`config.mk`:
```
export PLATFORM = sky130hd
export DESIGN_NAME = cts_status_monitor
export DESIGN_NICKNAME = d
export VERILOG_FILES = /design/src/rtl/cts_mon_pkg.sv /design/src/rtl/cts_pin_sync.sv /design/src/rtl/cts_edge_det.sv /design/src/rtl/cts_change_flag.sv /design/src/rtl/cts_status_monitor.sv
export SDC_FILE = /design/constraint.sdc
export NUM_CORES = 1
export LEC_CHECK = 0
export ABC_AREA = 1
export BUFFER_PORTS_ARGS = -buffer_cell sky130_fd_sc_hd__buf_2
export CAP_MARGIN = 20
export CORE_AREA = 2 2 39 41
export CTS_CLUSTER_DIAMETER = 100
export DETAILED_ROUTE_END_ITERATION = 10
export DIE_AREA = 0 0 41 43
export GPL_ROUTABILITY_DRIVEN = 0
export MAX_ROUTING_LAYER = met4
export SYNTH_ARGS = -nofsm -noshare
export SYNTH_HDL_FRONTEND = slang
export SYNTH_SLANG_ARGS = --single-unit
```
`constraint.sdc`:
```
create_clock -name clk_i -period 0.85 [get_ports clk_i]
set_input_delay 0.085 -clock clk_i [delete_from_list [all_inputs] [get_ports clk_i]]
set_output_delay 0.085 -clock clk_i [all_outputs]
set_load 0.1 [all_outputs]
```
`src/rtl/cts_mon_pkg.sv`:
```
package cts_mon_pkg;
    // State of the edge detector: the previous synchronized pin value.
    typedef struct packed {
        logic prev;
    } edge_state_t;

    // State of the sticky change flag.
    typedef struct packed {
        logic flag;
    } flag_state_t;

    // Pin idles high (not clear to send).
    localparam logic PIN_IDLE = 1'b1;
endpackage

```
`src/rtl/cts_pin_sync.sv`:
```
module cts_pin_sync #(
    parameter int  STAGES  = 2,
    parameter logic RST_VAL = 1'b1
) (
    input  logic clk_i,
    input  logic rst_ni,
    input  logic async_i,
    output logic sync_o
);
    logic [STAGES-1:0] chain_d, chain_q;

    always_comb begin
        chain_d = {chain_q[STAGES-2:0], async_i};
    end

    always_ff @(posedge clk_i or negedge rst_ni) begin
        if (!rst_ni) chain_q <= {STAGES{RST_VAL}};
        else         chain_q <= chain_d;
    end

    assign sync_o = chain_q[STAGES-1];
endmodule

```
`src/rtl/cts_edge_det.sv`:
```
module cts_edge_det
    import cts_mon_pkg::*;
(
    input  logic clk_i,
    input  logic rst_ni,
    input  logic line_i,
    output logic toggle_o
);
    edge_state_t st_d, st_q;

    always_comb begin
        st_d      = st_q;
        st_d.prev = line_i;
    end

    always_ff @(posedge clk_i or negedge rst_ni) begin
        if (!rst_ni) st_q <= '{prev: PIN_IDLE};
        else         st_q <= st_d;
    end

    assign toggle_o = line_i ^ st_q.prev;
endmodule

```
`src/rtl/cts_change_flag.sv`:
```
module cts_change_flag
    import cts_mon_pkg::*;
(
    input  logic clk_i,
    input  logic rst_ni,
    input  logic set_i,
    input  logic clear_i,
    output logic flag_o
);
    flag_state_t st_d, st_q;

    always_comb begin
        st_d = st_q;
        if (set_i)        st_d.flag = 1'b1;  // a new transition beats the clear
        else if (clear_i) st_d.flag = 1'b0;
    end

    always_ff @(posedge clk_i or negedge rst_ni) begin
        if (!rst_ni) st_q <= '{flag: 1'b0};
        else         st_q <= st_d;
    end

    assign flag_o = st_q.flag;
endmodule

```
`src/rtl/cts_status_monitor.sv`:
```
module cts_status_monitor
    import cts_mon_pkg::*;
#(
    parameter bit FEATURE_ON  = 1'b1,
    parameter int SYNC_STAGES = 2
) (
    input  logic clk_i,
    input  logic rst_ni,
    input  logic cts_n_pin_i,
    input  logic cts_track_en_i,
    input  logic chg_clear_i,
    input  logic chg_irq_en_i,
    output logic cts_level_o,
    output logic cts_change_o,
    output logic cts_irq_o
);
    logic pin_sync_w;
    logic toggle_w;
    logic record_w;
    logic flag_w;

    generate
        if (FEATURE_ON) begin : g_on
            cts_pin_sync #(
                .STAGES (SYNC_STAGES),
                .RST_VAL(PIN_IDLE)
            ) sync_i (
                .clk_i  (clk_i),
                .rst_ni (rst_ni),
                .async_i(cts_n_pin_i),
                .sync_o (pin_sync_w)
            );

            cts_edge_det edge_i (
                .clk_i   (clk_i),
                .rst_ni  (rst_ni),
                .line_i  (pin_sync_w),
                .toggle_o(toggle_w)
            );

            assign record_w = toggle_w & cts_track_en_i;

            cts_change_flag flag_i (
                .clk_i  (clk_i),
                .rst_ni (rst_ni),
                .set_i  (record_w),
                .clear_i(chg_clear_i),
                .flag_o (flag_w)
            );

            assign cts_level_o  = ~pin_sync_w;
            assign cts_change_o = flag_w;
            assign cts_irq_o    = flag_w & chg_irq_en_i;
        end else begin : g_off
            assign pin_sync_w   = PIN_IDLE;
            assign toggle_w     = 1'b0;
            assign record_w     = 1'b0;
            assign flag_w       = 1'b0;
            assign cts_level_o  = 1'b0;
            assign cts_change_o = 1'b0;
            assign cts_irq_o    = 1'b0;
        end
    endgenerate
endmodule


```
Word-level counts from Yosys, hierarchy flattened

Index checks and enable logic that the tools add are counted.

Bits in registers: 4
Input port bits: 6
Logic and storage cells: 10

Mux-type cells: 2
Bitwise gates (word level): 4
Reduce and logical (&&, ||, !) cells: 1

Operators by type and width:

| cell               | number |
|---|---|
| $and A1 B1 Y1      | 2 |
| $mux W1            | 2 |
| $reduce_bool A2 Y1 | 1 |
| $not A1 Y1         | 1 |
| $xor A1 B1 Y1      | 1 |

Logic depth before layout (Yosys ltp)

Depth after elaboration: 3
Mapped depth: 4

Hierarchy

From an unflattened synthesis, not the netlist that was laid out.

Cells, all modules: 18
Area total of the unflattened synthesis: 156.4 sq um

By module, submodules not included:

| module             | instances | cells an instance | area each (sq um) | sequential area each (sq um) |
|---|---|---|---|---|
| cts_pin_sync       | 1         | 2                 | 52.6              | 52.6 |
| cts_edge_det       | 1         | 6                 | 45.0              | 26.3 |
| cts_change_flag    | 1         | 5                 | 40.0              | 25.0 |
| cts_status_monitor | 1         | 5                 | 18.8              | 0.0 |

Worst setup path before layout

No wires, ideal clock.

Path kind: reg-to-output
Start: reg g_on.flag_i.st_q (netlist: g_on.flag_i.flag_o)
End: out cts_irq_o
Arrival: 1.640 ns
Path slack: -0.875 ns
Cell stages (with the launch flop): 3
Cell sequence: dfrtp_1 -> nand2_1 -> inv_1

Word-level cells in the longest chain between the ends: 1

RTL lines:

| item                   | RTL line                 | text |
|---|---|---|
| start, declared        | cts_change_flag.sv:10    | `flag_state_t st_d, st_q;` |
| start signal, assigned | cts_change_flag.sv:19    | `if (!rst_ni) st_q <= '{flag: 1'b0};` |
| start signal, assigned | cts_change_flag.sv:20    | `else st_q <= st_d;` |
| $and A1 B1 Y1          | cts_status_monitor.sv:53 | `assign cts_irq_o = flag_w & chg_irq_en_i;` |
| end, declared          | cts_status_monitor.sv:15 | `output logic cts_irq_o` |

Every way passes these cells.

Worst setup path after layout

Ends and elaborated chain as after synthesis.

==> results.cfg <==
[outcome]
status = finished with violations
violations = setup timing

[power_and_ir_drop]
p_total_w = 0.000675
ir_drop_uv = 789
leakage_nw = 0.156
power_density_mw_per_mm2 = 2020

[detailed_routing]
num_vias = 142
viasPerCell = 3.16
wl_per_cell_um = 6.44
first_pass_iters = 2
drc = 0
postRouteAntennaNets = 0
postRouteWirelength_um = 290
drt_iter0_markers = 6

[placement]
io_buffers = 8
dpl.hpwl_um = 219

[setup_path]
crit_slowest_cell = dfrtp_4
regToRegStartpoint = g_on.sync_i.chain_q[1]
critPathArrivalTime_ps = 1050
crit_type = register to primary output
max_stage_delay_ps = 490
cp_top_family = flip-flops
required_ps = 760
cp-start-kind = register
cp-startpoint = g_on.flag_i.flag_o
crit_chain = nand2_4, clkinvlp_4, buf_12
cp.depth = 3
crit_buf_inv = 2
crit_path_end_kind = primary output
crit_fanout = 3
rr_worst_depth = 3

[sta]
rsz0062_at_grt = true
slew_headroom_pct = 92.0
finalHoldViolCount = 0
finalWorstSetupSlack_ps = -283
skew_ps = 7.12
maxSlewViolCount = 0
period_share_pct = 133
finalCriticalPeriod_ps = 1130
worstMarginPinSlew_ps = 120
setup_viol = 4
max_freq_ghz = 0.882
fin_setup_tns_ps = -807

[floorplan]
dieArea_mm2 = 0.00176
die_height_um = 43
core_mm2 = 0.00138
io-pin-count = 9
start_util_pct = 11.0
die-width_um = 41
rows = 14

[hold_path]
hp-class = input port to register
hold_start = chg_clear_i
holdPathStages = 4

[synthesis]
synthCells = 14
yosys_warnings = 0
syn_avg_cell_area_um2 = 10.9
ys_seq_area_share_pct = 68.0
synth_area_um2 = 153
synth_area_leaders = dfstp_2, dfrtp_1, nand2_2, inv_1, nand2_1
ys_ff_latch = 4
synth_top_area_share_pct = 51.6
synth_cell_types = 7
syn_nets = 20
synth_top_area_cell = dfstp_2

[clocking]
cts_made_buffers = 3
cts_tree = built
clkLatencyLatePin_ps = 240
clockRootBuffer = clkbuf_4
cts.sinks = 4
htree_levels = 1
clk_pin_slew_ps = 40
clk_path_buf_depth = 2

[global_route]
grt_use_total_pct = 5.27
grt_max_degree = 5
grt_pass1_wl_um = 524
grt_pass1_vias = 152
antenna_found_initial = 0
grt_overflow = 0

[finish]
fill_cells = 153
final_cell_mix = buf_2, nand2_2, clkbuf_4, dfstp_2, buf_12
syn_to_final_growth_pct = 119
antenna_cells = 0
drive_gt1_share_pct = 79.3
num-nets-final = 36
final_common_cell = buf_2

[flow_run]
maxCapViolations = 0
## timing repair
action                     in CTS  in global routing
resized for setup               5                  0
setup buffers                   0                  0
hold endpoints to repair        5                  0
hold buffers                    2                  0
setup endpoints to repair       4                  4
## cell families after synthesis
kind of cell / count (synthesis) / synth area share, %
DFF: 4 / 68.0
buffers and inverters: 4 / 9.83
and+or+nand+nor: 6 / 22.1
## worst reg2reg max path, cell delays in order, from the launching register on
cell and delay, ps:
dfstp_2 580, nand2_2 60, nand3_2 70, nand2_2 50
## final timing paths
path                                     endpoint  slack (ps)
max                                     cts_irq_o        -280
max in group asynchronous  g_on.sync_i.chain_q[1]         460
min in group asynchronous      g_on.flag_i.flag_o         180
max reg2reg                    g_on.flag_i.flag_o         -20
min                            g_on.flag_i.flag_o         100
min reg2reg                g_on.sync_i.chain_q[1]         350
## sequential cells by signal, indices dropped and copies added, names as in the netlist
name,flops
g_on.flag_i.flag_o,1
g_on.sync_i.chain_q,2
g_on.edge_i.st_q,1
## per-stage QoR
step	area [um2]	instances	setup WS, ps	utilization, %	hold WS (ps)
3_3_place_gp	270	39	-110	19.5	-111
3_5_place_dp	270	39	-113	19.5	-109
6_report	334	45	-283	24.1	95.7
2_1_floorplan	173	14	-355	-	-211
5_1_grt	334	45	-335	24.1	89.6
4_1_cts	334	45	-300	24.1	91.2
## cell type report
cell class              count  area (um2)  area share [%]
clock buffers               4        26.3            7.87
inverters                   4        23.8            7.12
multi-input cells           6        43.8            13.1
flip-flops and latches      4         108            32.2
well taps                  16        20.0            5.99
repair buffers             11         113            33.7
## cells in the mapped netlist
cell     count
dfrtp_1      1
dfstp_2      3
inv_1        3
inv_2        1
nand2_1      3
nand2_2      2
nand3_2      1
## power by group
part | internal [W] | total (W) | switching, W
sequential | 0.000213 | 0.000226 | 0.0000128
clock | 0.000176 | 0.000257 | 0.0000808
combinational | 0.0000754 | 0.000192 | 0.000116
total | 0.000465 | 0.000675 | 0.000210
## layer usage
metal / vias up / wire [um] / GRT usage [%]
met5: - / 0 / -
met2: 5 / 158 / 6.88
met3: 0 / 23 / 4.71
met4: 0 / 0 / 6.00
li1: 71 / - / -
met1: 66 / 108 / 3.58
(Power assumes the default switching activity.)
